<file path="src/rtl/dac_frame_pkg.sv">
package dac_frame_pkg;

    localparam int FRAME_W = 24;
    localparam int DATA_W  = 16;
    localparam int CODE_W  = 17;

    typedef enum logic [1:0] {
        OP_WRITE = 2'b00,
        OP_PDOWN = 2'b01,
        OP_PUP   = 2'b10,
        OP_RSVD  = 2'b11
    } req_op_e;

    typedef enum logic [3:0] {
        CMD_UPDATE_N    = 4'h1,
        CMD_WRITE_UPD_N = 4'h3,
        CMD_PDOWN_N     = 4'h4,
        CMD_REF_INT     = 4'h6,
        CMD_REF_EXT     = 4'h7
    } dac_cmd_e;

    typedef enum logic [1:0] {
        CT_BOOT,
        CT_BOOT_WAIT,
        CT_IDLE,
        CT_XFER
    } ctrl_state_e;

    typedef enum logic [1:0] {
        SH_IDLE,
        SH_LOW,
        SH_HIGH,
        SH_HOLD
    } shift_state_e;

    typedef struct packed {
        logic [3:0]        cmd;
        logic [3:0]        addr;
        logic [DATA_W-1:0] data;
    } frame_t;

endpackage

</file>
<file path="src/rtl/dac_req_decode.sv">
module dac_req_decode
    import dac_frame_pkg::*;
#(
    parameter int RES_BITS = 12,
    parameter int NUM_CH   = 8
) (
    input  logic [1:0]        op,
    input  logic [3:0]        chan,
    input  logic [CODE_W-1:0] code,
    output frame_t            frame,
    output logic              reject,
    output logic              pd_set,
    output logic              pd_clr
);

    localparam int              SHIFT    = DATA_W - RES_BITS;
    localparam logic [4:0]      CH_LIM   = 5'(NUM_CH);
    localparam logic [DATA_W-1:0] CODE_MAX = DATA_W'((1 << RES_BITS) - 1);

    logic chan_bad;
    logic code_bad;

    assign chan_bad = ({1'b0, chan} >= CH_LIM);
    assign code_bad = code[CODE_W-1] || (code[DATA_W-1:0] > CODE_MAX);

    always_comb begin
        frame.cmd  = CMD_WRITE_UPD_N;
        frame.addr = chan;
        frame.data = '0;
        reject     = chan_bad;
        pd_set     = 1'b0;
        pd_clr     = 1'b0;
        unique case (op)
            OP_WRITE: begin
                frame.cmd  = CMD_WRITE_UPD_N;
                frame.data = code[DATA_W-1:0] << SHIFT;
                reject     = chan_bad || code_bad;
                pd_clr     = 1'b1;
            end
            OP_PDOWN: begin
                frame.cmd = CMD_PDOWN_N;
                pd_set    = 1'b1;
            end
            OP_PUP: begin
                frame.cmd = CMD_UPDATE_N;
                pd_clr    = 1'b1;
            end
            default: begin
                reject = 1'b1;
            end
        endcase
    end

endmodule

</file>
<file path="src/rtl/dac_pd_track.sv">
module dac_pd_track #(
    parameter int NUM_CH = 8
) (
    input  logic              clk,
    input  logic              rst_n,
    input  logic              upd_en,
    input  logic              set_bit,
    input  logic [3:0]        chan,
    output logic [NUM_CH-1:0] mask
);

    for (genvar i = 0; i < NUM_CH; i++) begin : g_bit
        always_ff @(posedge clk or negedge rst_n) begin
            if (!rst_n) begin
                mask[i] <= 1'b0;
            end else if (upd_en && (chan == 4'(i))) begin
                mask[i] <= set_bit;
            end
        end
    end

    // Mask holds when no accepted update is present
    p_mask_hold_r6: assert property (@(posedge clk) disable iff (!rst_n)
        !upd_en |=> $stable(mask));

endmodule

</file>
<file path="src/rtl/dac_spi_shift.sv">
module dac_spi_shift
    import dac_frame_pkg::*;
#(
    parameter int HALF_CYC = 2
) (
    input  logic               clk,
    input  logic               rst_n,
    input  logic               start,
    input  logic [FRAME_W-1:0] frame_in,
    output logic               busy,
    output logic               done,
    output logic               csn,
    output logic               sclk,
    output logic               mosi
);

    localparam int             CNT_W    = (HALF_CYC > 1) ? $clog2(HALF_CYC) : 1;
    localparam logic [CNT_W-1:0] CNT_LAST = CNT_W'(HALF_CYC - 1);
    localparam logic [4:0]     BIT_TOP  = 5'(FRAME_W - 1);

    shift_state_e       state, state_n;
    logic [FRAME_W-1:0] shreg;
    logic [4:0]         bitcnt;
    logic [CNT_W-1:0]   cnt;
    logic               half_end;
    logic               last_bit;

    assign half_end = (cnt == CNT_LAST);
    assign last_bit = (bitcnt == 5'd0);

    // state register and datapath
    always_ff @(posedge clk or negedge rst_n) begin
        if (!rst_n) begin
            state  <= SH_IDLE;
            shreg  <= '0;
            bitcnt <= '0;
            cnt    <= '0;
        end else begin
            state <= state_n;
            unique case (state)
                SH_IDLE: begin
                    cnt <= '0;
                    if (start) begin
                        shreg  <= frame_in;
                        bitcnt <= BIT_TOP;
                    end
                end
                SH_LOW, SH_HOLD: begin
                    cnt <= half_end ? '0 : cnt + 1'b1;
                end
                SH_HIGH: begin
                    if (half_end) begin
                        cnt <= '0;
                        if (!last_bit) begin
                            shreg  <= {shreg[FRAME_W-2:0], 1'b0};
                            bitcnt <= bitcnt - 1'b1;
                        end
                    end else begin
                        cnt <= cnt + 1'b1;
                    end
                end
            endcase
        end
    end

    // next state
    always_comb begin
        state_n = state;
        unique case (state)
            SH_IDLE: if (start)    state_n = SH_LOW;
            SH_LOW:  if (half_end) state_n = SH_HIGH;
            SH_HIGH: if (half_end) state_n = last_bit ? SH_HOLD : SH_LOW;
            SH_HOLD: if (half_end) state_n = SH_IDLE;
        endcase
    end

    // outputs
    always_comb begin
        csn  = (state == SH_IDLE);
        sclk = (state == SH_HIGH);
        busy = (state != SH_IDLE);
        done = (state == SH_HOLD) && half_end;
        mosi = shreg[FRAME_W-1];
    end

    // checker: count rising clock edges per frame
    logic [5:0] rise_cnt;
    always_ff @(posedge clk or negedge rst_n) begin
        if (!rst_n) begin
            rise_cnt <= '0;
        end else if (state == SH_IDLE) begin
            rise_cnt <= '0;
        end else if (state == SH_LOW && half_end) begin
            rise_cnt <= rise_cnt + 1'b1;
        end
    end

    p_frame_len_r8: assert property (@(posedge clk) disable iff (!rst_n)
        done |-> (rise_cnt == 6'd24));

    p_start_idle_r10: assert property (@(posedge clk) disable iff (!rst_n)
        start |-> (state == SH_IDLE));

    p_mosi_stable_r1: assert property (@(posedge clk) disable iff (!rst_n)
        (sclk && $past(sclk)) |-> $stable(mosi));

endmodule

</file>
<file path="src/rtl/dac_frame_ctrl.sv">
module dac_frame_ctrl
    import dac_frame_pkg::*;
#(
    parameter int RES_BITS  = 12,
    parameter int NUM_CH    = 8,
    parameter int SCLK_HALF = 2,
    parameter bit EXT_REF   = 1'b0
) (
    input  logic              clk,
    input  logic              rst_n,
    input  logic              req_valid,
    output logic              req_ready,
    input  logic [1:0]        req_op,
    input  logic [3:0]        req_chan,
    input  logic [16:0]       req_code,
    output logic              req_err,
    output logic              busy,
    output logic [NUM_CH-1:0] pd_mask,
    output logic              spi_csn,
    output logic              spi_sclk,
    output logic              spi_mosi
);

    localparam frame_t BOOT_FRAME = '{
        cmd:  EXT_REF ? CMD_REF_EXT : CMD_REF_INT,
        addr: 4'h0,
        data: '0
    };

    ctrl_state_e st, st_n;
    frame_t      dec_frame;
    frame_t      sh_frame;
    logic        rej, pd_set, pd_clr;
    logic        fire, sh_start, sh_busy, sh_done;
    logic        err_q;
    logic        upd_en;

    dac_req_decode #(
        .RES_BITS (RES_BITS),
        .NUM_CH   (NUM_CH)
    ) u_decode (
        .op     (req_op),
        .chan   (req_chan),
        .code   (req_code),
        .frame  (dec_frame),
        .reject (rej),
        .pd_set (pd_set),
        .pd_clr (pd_clr)
    );

    dac_spi_shift #(
        .HALF_CYC (SCLK_HALF)
    ) u_shift (
        .clk      (clk),
        .rst_n    (rst_n),
        .start    (sh_start),
        .frame_in (sh_frame),
        .busy     (sh_busy),
        .done     (sh_done),
        .csn      (spi_csn),
        .sclk     (spi_sclk),
        .mosi     (spi_mosi)
    );

    dac_pd_track #(
        .NUM_CH (NUM_CH)
    ) u_pd (
        .clk     (clk),
        .rst_n   (rst_n),
        .upd_en  (upd_en),
        .set_bit (pd_set),
        .chan    (req_chan),
        .mask    (pd_mask)
    );

    // state register
    always_ff @(posedge clk or negedge rst_n) begin
        if (!rst_n) begin
            st    <= CT_BOOT;
            err_q <= 1'b0;
        end else begin
            st    <= st_n;
            err_q <= fire && rej;
        end
    end

    // next state
    always_comb begin
        st_n = st;
        unique case (st)
            CT_BOOT:      st_n = CT_BOOT_WAIT;
            CT_BOOT_WAIT: if (sh_done) st_n = CT_IDLE;
            CT_IDLE:      if (fire && !rej) st_n = CT_XFER;
            CT_XFER:      if (sh_done) st_n = CT_IDLE;
        endcase
    end

    // outputs
    always_comb begin
        req_ready = (st == CT_IDLE) && !sh_busy;
        fire      = req_valid && req_ready;
        sh_start  = (st == CT_BOOT) || (fire && !rej);
        sh_frame  = (st == CT_BOOT) ? BOOT_FRAME : dec_frame;
        upd_en    = fire && !rej && (pd_set || pd_clr);
        busy      = sh_busy;
        req_err   = err_q;
    end

    p_err_after_req_r6: assert property (@(posedge clk) disable iff (!rst_n)
        req_err |-> $past(req_valid && req_ready));

    p_no_frame_on_err_r7: assert property (@(posedge clk) disable iff (!rst_n)
        req_err |-> spi_csn);

    p_ready_not_busy_r10: assert property (@(posedge clk) disable iff (!rst_n)
        req_ready |-> !busy);

    p_csn_busy_r8: assert property (@(posedge clk) disable iff (!rst_n)
        busy |-> !spi_csn);

endmodule

</file>
<file path="config.mk">
export PLATFORM = sky130hd
export DESIGN_NAME = dac_frame_ctrl
export DESIGN_NICKNAME = d
export VERILOG_FILES = /design/src/rtl/dac_frame_pkg.sv /design/src/rtl/dac_req_decode.sv /design/src/rtl/dac_pd_track.sv /design/src/rtl/dac_spi_shift.sv /design/src/rtl/dac_frame_ctrl.sv
export SDC_FILE = /design/constraint.sdc
export NUM_CORES = 1
export LEC_CHECK = 0
export BUFFER_PORTS_ARGS = -buffer_cell sky130_fd_sc_hd__buf_4
export CAP_MARGIN = 20
export CORE_MARGIN = 5
export CORE_UTILIZATION = 49
export DETAILED_ROUTE_END_ITERATION = 12
export GPL_ROUTABILITY_DRIVEN = 0
export GPL_TIMING_DRIVEN = 0
export PLACE_DENSITY = 0.83
export SLEW_MARGIN = 0
export SYNTH_ARGS = -nofsm -noshare
export SYNTH_HDL_FRONTEND = slang
export SYNTH_SLANG_ARGS = --single-unit
export TNS_END_PERCENT = 10
</file>
<file path="constraint.sdc">
create_clock -name clk -period 1.9 [get_ports clk]
set_input_delay 0.19 -clock clk [delete_from_list [all_inputs] [get_ports clk]]
set_output_delay 0.19 -clock clk [all_outputs]
set_load 0.03 [all_outputs]
</file>
==> impl_metrics.env, run 1 <==
export IMPL_max_slew_worst_pin_slew_ns=0.585
export IMPL_cap_violations=0
export IMPL_r2r_start="u_shift.bitcnt[0]"
export IMPL_synthesis_nets=227
export IMPL_finalCritPeriodShare_pct=98.7
export IMPL_yosysSeqAreaShare_pct=48.0
export IMPL_grt_pass1_vias=1709
export IMPL_ys_flop_type="dfrtp_1"
export IMPL_synth_commonest_cells="dfrtp_1 (39), a22oi_1 (28), nor2_1 (23)"
export IMPL_ant_nets=0
export IMPL_netlist_area_leader_share_pct=48.0
export IMPL_multi_input_area_sq_um=955
export IMPL_nNetsFinal=278
export IMPL_drive_gt1_share_pct=34.4
export IMPL_grt_max_degree=40
export IMPL_hp_class="in2reg"
export IMPL_worstSetupPathType="reg2reg"
export IMPL_cts_htree_levels=2
export IMPL_die_y_um=74.4
export IMPL_critPathLaunchType="flip-flop"
export IMPL_reg2reg_slack_ns=0.03
export IMPL_status="finished clean"
export IMPL_synth_edf_count=0
export IMPL_regArea_sq_um=976
export IMPL_synth_cell_types=41
export IMPL_yosysWarnings=0
export IMPL_slew_viol_final=0
export IMPL_ir_worst_vdd_mv=0.383
export IMPL_tritoncts="built"
export IMPL_dr_total_vias=1710
export IMPL_grt_pass1_wl_um=7820
export IMPL_coreArea_sq_um=4000
export IMPL_hold_viol=0
export IMPL_syn_to_final_growth_pct=27.5
export IMPL_async_reset_ff_share_pct=100
export IMPL_ys_seq_elements=39
export IMPL_cp_arrival_ns=2.05
export IMPL_r2r_end="u_shift.shreg[21]"
export IMPL_antenna_cells=0
export IMPL_synth_area_per_cell_sq_um=10.4
export IMPL_r2r_cells=7
export IMPL_initial_utilization_pct=50.8
export IMPL_die_area_sq_um=5530
export IMPL_power_leakage_nw=1.31
export IMPL_utilization_pct=64.7
export IMPL_setup_tns_ns=0
export IMPL_grt_usage_pct=18.3
export IMPL_timing_hold_ws_ns=0.141
export IMPL_setup_viol=0
export IMPL_port_buffers=38
export IMPL_gr_total_overflow=0
export IMPL_die_x_um=74.4
export IMPL_cts_root_buf="clkbuf_8"
export IMPL_hpwlAfterDp_um=3320
export IMPL_rows=23
export IMPL_end_kind="flip-flop"
export IMPL_synth_area_leaders="dfrtp_1 (48%), a22oi_1 (10%), mux2_2 (5.0%)"
export IMPL_clock_path_buffers=2
export IMPL_rsz0062_at_grt="yes"
export IMPL_cts_buffers=5
export IMPL_cts_sinks=39
export IMPL_clock_skew_ns=0.00589
export IMPL_crit_fanout=5
export IMPL_io_pins=40
export IMPL_post_route_min_period_ns=1.87
export IMPL_syn_inst=195
export IMPL_drtIter0Drc=125
export IMPL_drc=0
export IMPL_yosys_cell_count_top_type="dfrtp_1"
export IMPL_avgRoutedWirePerCell_um=15.9
export IMPL_firstDrtPassIters=4
export IMPL_p_per_area_nw_per_um2=683
export IMPL_vias_per_cell=5.76
export IMPL_max_freq_ghz=0.533
export IMPL_clk_pin_slew_worst_paths_ns=0.07
export IMPL_antenna_found_initial=0
export IMPL_holdCritStartpoint="req_valid"
export IMPL_hold_path_cell_count=3
export IMPL_fillers=332
export IMPL_yosys_area_top_type="dfrtp_1"
export IMPL_relSlewSlack_pct=61.0
export IMPL_required_ns=2.08
export IMPL_syn_area_sq_um=2030
export IMPL_hold_end="req_err"
export IMPL_clkLatencyLatePin_ns=0.29
export IMPL_wl_um=4710
## logic make-up after synthesis
logic type / after synthesis / share of synthesized area [%]
and+or+nand+nor: 64 / 16.9
adders and majority gates: 6 / 3.69
DFF: 39 / 48.0
muxes: 13 / 7.70
xor gates and xnor gates: 3 / 1.29
AOI/OAI and AO/OA: 46 / 16.2
buffers and inverters: 24 / 6.22
## stage by stage
step	total power, mW	cell area (sq um)	instances	setup WS, ns
2_1_floorplan	0.894	2030	195	0.104
5_1_grt	1.84	2590	297	-0.0472
6_report	1.77	2590	297	0.0255
4_1_cts	1.78	2520	292	-0.0335
3_5_place_dp	0.967	2380	283	-0.171
3_3_place_gp	0.963	2380	283	-0.129
## report_power, final
part	internal [mW]	switching [mW]
logic	0.0549	0.0607
registers	0.832	0.00306
clock network	0.525	0.294
total	1.41	0.357
## layout by cell type, fill, tap and decap left out, drive strengths merged, types with 2 or more instances in the layout
master and n:
mux2 12, bufinv 2, a22oi 28, ha 6
buf 53, nor3 4, nand2 10, xor2 3
nor3b 3, inv 10, nand4 8, nor2 23
dfrtp 39, and3 3, o21ai 6, a21oi 2
nand4b 4, nand2b 2, a31oi 2, o22ai 2
clkbuf 10
## metal layers
| metal | track usage [%] | part of all wire, % |
|---|---|---|
| met4 | 4.74 | 0.89 |
| met2 | 30.2 | 50 |
| met5 | 0 | 0 |
| met1 | 23.9 | 43 |
| met3 | 4.86 | 6.8 |
## worst max path at each step
| stage | start | to | cells after the start |
|---|---|---|---|
| floorplan | u_shift.bitcnt[0] | u_shift.shreg[19] | 7 |
| global placement | req_op[1] | u_shift.shreg[17] | 9 |
| detailed placement | req_op[1] | u_shift.shreg[11] | 9 |
| CTS | u_shift.bitcnt[1] | u_shift.shreg[21] | 7 |
| global route | u_shift.bitcnt[0] | u_shift.shreg[20] | 7 |
| finish | u_shift.bitcnt[0] | u_shift.shreg[21] | 7 |
## area by class of cell
cell class | instances | area share [%]
tap | 50 | 2.42
clock inverter | 2 | 2.32
inverter | 10 | 1.45
clock buffer | 6 | 2.80
timing repair buffer | 45 | 13.0
sequential | 39 | 37.7
multi-input combinational | 132 | 36.9
buffer | 13 | 3.43
## worst max-delay path, cell delays in order (launching register included)
cell	delay [ns]
dfrtp_1	0.39
inv_2	0.08
ha_1	0.14
or4b_4	0.50
nand3_4	0.12
o21ai_2	0.08
buf_6	0.16
mux2_4	0.29
## flip-flops by register name (all words and copies together) (netlist names)
register / count
u_shift.cnt: 1
req_err: 1
st: 2
u_pd.mask: 8
u_shift.state: 2
u_shift.shreg: 20
u_shift.bitcnt: 5
## what timing repair did
action | in CTS | in global routing
resized for setup | 2 | 10
hold buffers | 1 | 0
hold endpoints to repair | 39 | 0
setup buffers | 0 | 5
pin swaps | 0 | 2
gates cloned | 0 | 1
setup endpoints to repair | 5 | 23
No activity file was read; power rests on OpenSTA's default activity.
==> run 2: changes to the inputs <==
CORE_UTILIZATION = 45   (was 49)
PLACE_DENSITY = 0.78   (was 0.83)
==> impl_metrics.env, run 2 (synthesized netlist as in run 1, its figures left out) <==
export IMPL_status="finished clean"
export IMPL_nNetsFinal=278
export IMPL_clock_path_buffers=2
export IMPL_required_ns=2.08
export IMPL_ant_nets=0
export IMPL_hpwlAfterDp_um=3250
export IMPL_top_register="u_shift.shreg"
export IMPL_firstDrtPassIters=4
export IMPL_final_common_cell="buf_4"
export IMPL_syn_to_final_growth_pct=24.8
export IMPL_worstSetupPathType="reg2reg"
export IMPL_placed_cell_area_sq_um=2380
export IMPL_slew_viol_final=0
export IMPL_rows=24
export IMPL_rsz0062_at_grt="yes"
export IMPL_finalCritPeriodShare_pct=97.7
export IMPL_relSlewSlack_pct=67.1
export IMPL_drtIter0Drc=133
export IMPL_initial_utilization_pct=46.7
export IMPL_crit_fanout=10
export IMPL_grt_pass1_vias=1703
export IMPL_cp_cell_sequence="inv_2 > ha_1 > or4b_4 > nand3_2 > o21ai_2 > buf_6 > mux2_4"
export IMPL_tritoncts="built"
export IMPL_slowest_delay_ns=0.49
export IMPL_fillers=388
export IMPL_cp_arrival_ns=2.04
export IMPL_clock_skew_ns=0.0104
export IMPL_grt_usage_pct=16.9
export IMPL_die_area_sq_um=5960
export IMPL_die_x_um=77.2
export IMPL_end_kind="flip-flop"
export IMPL_drive_gt1_share_pct=34.0
export IMPL_cts_buffers=5
export IMPL_setup_viol=0
export IMPL_antenna_cells=0
export IMPL_coreArea_sq_um=4350
export IMPL_grt_max_degree=40
export IMPL_port_buffers=38
export IMPL_die_y_um=77.2
export IMPL_mostFrequentLayoutCells="buf_4 (44), dfrtp_1 (39), a22oi_1 (28)"
export IMPL_final_area_sq_um=2530
export IMPL_reg_largest_list="u_shift.shreg (20), u_pd.mask (8), u_shift.bitcnt (5)"
export IMPL_hp_class="in2reg"
export IMPL_clk_pin_slew_worst_paths_ns=0.08
export IMPL_post_route_min_period_ns=1.86
export IMPL_power_leakage_nw=1.28
export IMPL_hold_viol=0
export IMPL_wl_um=4750
export IMPL_max_slew_worst_pin_slew_ns=0.493
export IMPL_ir_worst_vdd_mv=0.359
export IMPL_drc=0
export IMPL_avgRoutedWirePerCell_um=15.9
export IMPL_clkLatencyLatePin_ns=0.30
export IMPL_cts_root_buf="clkbuf_8"
export IMPL_largest_register_ffs=20
export IMPL_crit_slowest_cell="or4b_4"
export IMPL_grt_pass1_wl_um=8200
export IMPL_cap_violations=0
export IMPL_cts_sinks=39
export IMPL_io_pins=40
export IMPL_antenna_found_initial=0
export IMPL_setup_tns_ns=0
export IMPL_dr_total_vias=1678
export IMPL_max_freq_ghz=0.539
export IMPL_cts_htree_levels=2
export IMPL_p_per_area_nw_per_um2=599
export IMPL_vias_per_cell=5.61
export IMPL_gr_total_overflow=0
export IMPL_critPathLaunchType="flip-flop"
==> run 2: cell types whose count changed in the layout (fill, tap and decap cells not counted), moves of 2 or more <==
cell and change:
bufinv_16 -2, clkinvlp_4 +2, nor2_1 +2, nor2_2 -2
==> run 2: worst max-delay path, delay by kind of cell (launching register included) <==
family                     cells  cell delay (ns)
buffers and inverters          2             0.24
DFF                            1             0.39
muxes                          1             0.30
AOI/OAI and AO/OA              1             0.07
and+or+nand+nor                2             0.62
adders and majority gates      1             0.13
==> run 2: metrics by stage <==
step                total power, mW  instances  util [%]  hold slack [ns]  setup WS, ns
floorplan                     0.894        195         -           -0.106         0.104
global placement              0.964        285      54.7            0.188        -0.125
detailed placement            0.968        285      54.7            0.196        -0.142
CTS                            1.54        297      57.6            0.131        0.0215
global route                   1.58        299      58.2            0.159       -0.0341
finish                         1.52        299      58.2            0.135        0.0444
==> run 2: area by class of cell <==
cell class	instances	area, sq um	share of cell area, %
multi-input combinational	132	942	37.2
clock buffer	5	68.8	2.71
sequential	39	976	38.5
timing repair buffer	44	333	13.1
clock inverter	3	20.0	0.790
inverter	10	37.5	1.48
tap	52	65.1	2.57
buffer	14	92.6	3.65
==> run 2: final timing paths <==
| kind | startpoint | end | slack, ns | depth (start not counted) |
|---|---|---|---|---|
| max | u_shift.bitcnt[0] | u_shift.shreg[21] | 0.04 | 7 |
| min | req_valid | req_err | 0.14 | 3 |
| max reg2reg | u_shift.bitcnt[0] | u_shift.shreg[21] | 0.04 | 7 |
| min reg2reg | st[1] | st[0] | 0.50 | 1 |
| max in group asynchronous | rst_n | u_shift.bitcnt[3] | 1.16 | 2 |
| min in group asynchronous | rst_n | u_shift.shreg[19] | 0.39 | 2 |
==> run 2: routing by layer <==
metal	global-route usage, %	wire length (um)	vias to the layer above
met1	22.9	2140	811
met2	26.1	2280	45
met4	4.64	52	0
met3	4.92	280	6
li1	-	-	816
met5	0	0	-
==> run 2: report_power, final <==
part           switching (mW)  leakage [nW]  internal (mW)
clock                   0.312        0.0402          0.255
combinational          0.0608         0.716         0.0550
sequential            0.00312         0.521          0.832
total                   0.376          1.28           1.14
==> run 2: what timing repair did <==
item | 4_1_cts | 5_1_grt
hold endpoints to repair | 39 | 0
hold buffers | 1 | 0
resized for setup | 3 | 6
pin swaps | 0 | 1
endpoints found under the setup margin | 5 | 16
buffers inserted | 3 | 2
==> run 3: changes to the inputs <==
ABC_AREA = 1   (was unset)
PLACE_DENSITY = 0.77   (was 0.78)
==> impl_metrics.env, run 3 <==
export IMPL_synth_edf_count=0
export IMPL_post_cts_buffers=0
export IMPL_drc=0
export IMPL_die_x_um=81.4
export IMPL_syn_inst=304
export IMPL_cp_endpoint="spi_sclk"
export IMPL_wl_um=5240
export IMPL_fillers=498
export IMPL_status="finished clean"
export IMPL_async_reset_ff_share_pct=100
export IMPL_die_area_sq_um=6620
export IMPL_max_freq_ghz=0.573
export IMPL_relSlewSlack_pct=67.2
export IMPL_cap_violations=0
export IMPL_max_slew_worst_pin_slew_ns=0.492
export IMPL_post_route_min_period_ns=1.75
export IMPL_cts_sinks=39
export IMPL_syn_area_sq_um=2290
export IMPL_initial_utilization_pct=45.5
export IMPL_finalCritPeriodShare_pct=91.9
export IMPL_cp_arrival_ns=1.56
export IMPL_yosysWarnings=0
export IMPL_synth_cell_types=28
export IMPL_mostFrequentLayoutCells="nand2_1 (119), nand3_1 (49), buf_4 (39), dfrtp_1 (39), nor2_1 (21)"
export IMPL_ir_worst_vdd_mv=0.296
export IMPL_p_per_area_nw_per_um2=563
export IMPL_r2r_start="u_shift.state[1]"
export IMPL_p_total_mw=1.57
export IMPL_die_y_um=81.4
export IMPL_cts_htree_levels=2
export IMPL_top_register="u_shift.shreg"
export IMPL_nNetsFinal=383
export IMPL_netlist_area_leader_share_pct=42.6
export IMPL_synth_area_leaders="dfrtp_1 (43%), nand2_1 (19%), nand3_1 (11%)"
export IMPL_clkLatencyLatePin_ns=0.29
export IMPL_hold_viol=0
export IMPL_power_leakage_nw=1.53
export IMPL_io_pins=40
export IMPL_slew_viol_final=0
export IMPL_drtIter0Drc=175
export IMPL_hpwlAfterDp_um=3800
export IMPL_yosys_area_top_type="dfrtp_1"
export IMPL_antenna_found_initial=0
export IMPL_cts_root_buf="clkbuf_8"
export IMPL_rsz0062_at_grt="no"
export IMPL_hp_class="in2reg"
export IMPL_crit_fanout=10
export IMPL_avgRoutedWirePerCell_um=12.4
export IMPL_worstSetupPathType="reg2out"
export IMPL_ys_flop_type="dfrtp_1"
export IMPL_grt_pass1_wl_um=9450
export IMPL_r2r_end="u_shift.shreg[5]"
export IMPL_clock_skew_ns=0.00572
export IMPL_worstSetupStartpoint="u_shift.state[1]"
export IMPL_ys_seq_elements=39
export IMPL_yosysSeqAreaShare_pct=42.6
export IMPL_yosys_cell_count_top_type="nand2_1"
export IMPL_largest_register_ffs=20
export IMPL_synth_area_per_cell_sq_um=7.54
export IMPL_timing_hold_ws_ns=0.248
export IMPL_coreArea_sq_um=5040
export IMPL_drive_gt1_share_pct=19.6
export IMPL_synth_commonest_cells="nand2_1 (119), nand3_1 (49), dfrtp_1 (39)"
export IMPL_placed_cell_area_sq_um=2670
export IMPL_gr_total_overflow=0
export IMPL_reg_largest_list="u_shift.shreg (20), u_pd.mask (8), u_shift.bitcnt (5)"
export IMPL_clock_path_buffers=2
export IMPL_vias_per_cell=5.05
export IMPL_tritoncts="built"
export IMPL_synthesis_nets=336
export IMPL_dr_total_vias=2129
export IMPL_clk_pin_slew_worst_paths_ns=0.07
export IMPL_rows=26
export IMPL_grt_max_degree=40
export IMPL_grt_pass1_vias=2111
export IMPL_antenna_cells=0
export IMPL_cts_buffers=5
export IMPL_end_kind="output port"
export IMPL_firstDrtPassIters=6
export IMPL_syn_to_final_growth_pct=21.5
export IMPL_hold_path_cell_count=5
export IMPL_final_common_cell="nand2_1"
export IMPL_reg2reg_slack_ns=0.18
export IMPL_grt_usage_pct=18.1
export IMPL_r2r_cells=8
export IMPL_holdCritStartpoint="req_code[0]"
export IMPL_required_ns=1.71
export IMPL_critPathLaunchType="flip-flop"
export IMPL_port_buffers=39
export IMPL_final_area_sq_um=2780
export IMPL_ant_nets=0
export IMPL_setup_viol=0
[run 3: cell type report]
type,instances,area [sq um],area share (%)
Buffer,15,116,4.18
Clock buffer,8,100,3.60
Inverter,20,75.1,2.70
Multi-Input combinational cell,230,1130,40.4
Sequential cell,39,976,35.1
Tap cell,70,87.6,3.15
Timing Repair Buffer,40,303,10.9
[run 3: how the worst min path moves through the flow]
stage	end
6_report	u_shift.shreg[4]
5_1_grt	u_shift.shreg[4]
4_1_cts	u_shift.shreg[4]
3_5_place_dp	u_shift.shreg[7]
3_3_place_gp	u_shift.shreg[7]
2_1_floorplan	req_err
[run 3: layer usage]
metal | track usage (%) | wire length, um
met5 | 0 | 0
met4 | 5.41 | 65
met3 | 4.32 | 356
met2 | 29.7 | 2390
met1 | 23.7 | 2430
[run 3: cell families (layout without fill, tap and decap cells)]
group	Yosys count	after routing	synth area share (%)
fa+ha+maj	6	6	3.28
xor+xnor	1	1	0.382
compound gates	14	14	3.88
simple gates	209	209	41.6
flops	39	39	42.6
buf+inv	35	83	8.30
[run 3: what timing repair did]
item                                    4_1_cts  5_1_grt
endpoints found under the hold margin        39        0
resized for setup                             1        0
hold buffers                                  1        0
endpoints found under the setup margin        1        0
[run 3: critical path, cell delays in order (launching register included)]
cell and delay, ns:
dfrtp_1 0.47, inv_2 0.09, nor2_4 0.21, buf_2 0.29
buf_4 0.20
[run 3: power breakdown]
group | leakage [nW] | switching [mW] | internal, mW
sequential | 0.520 | 0.000303 | 0.830
clock | 0.0515 | 0.275 | 0.331
combinational | 0.962 | 0.0753 | 0.0557
total | 1.53 | 0.351 | 1.22
[run 3: metrics by stage]
stage               std cells  setup TNS (ns)  worst slack, ns  utilization, %
floorplan                 304               0            0.127               -
global placement          413               0           0.0159            53.0
detailed placement        413         -0.0179          -0.0179            53.0
CTS                       422               0            0.166            55.2
global route              422               0           0.0720            55.2
finish                    422               0            0.154            55.2
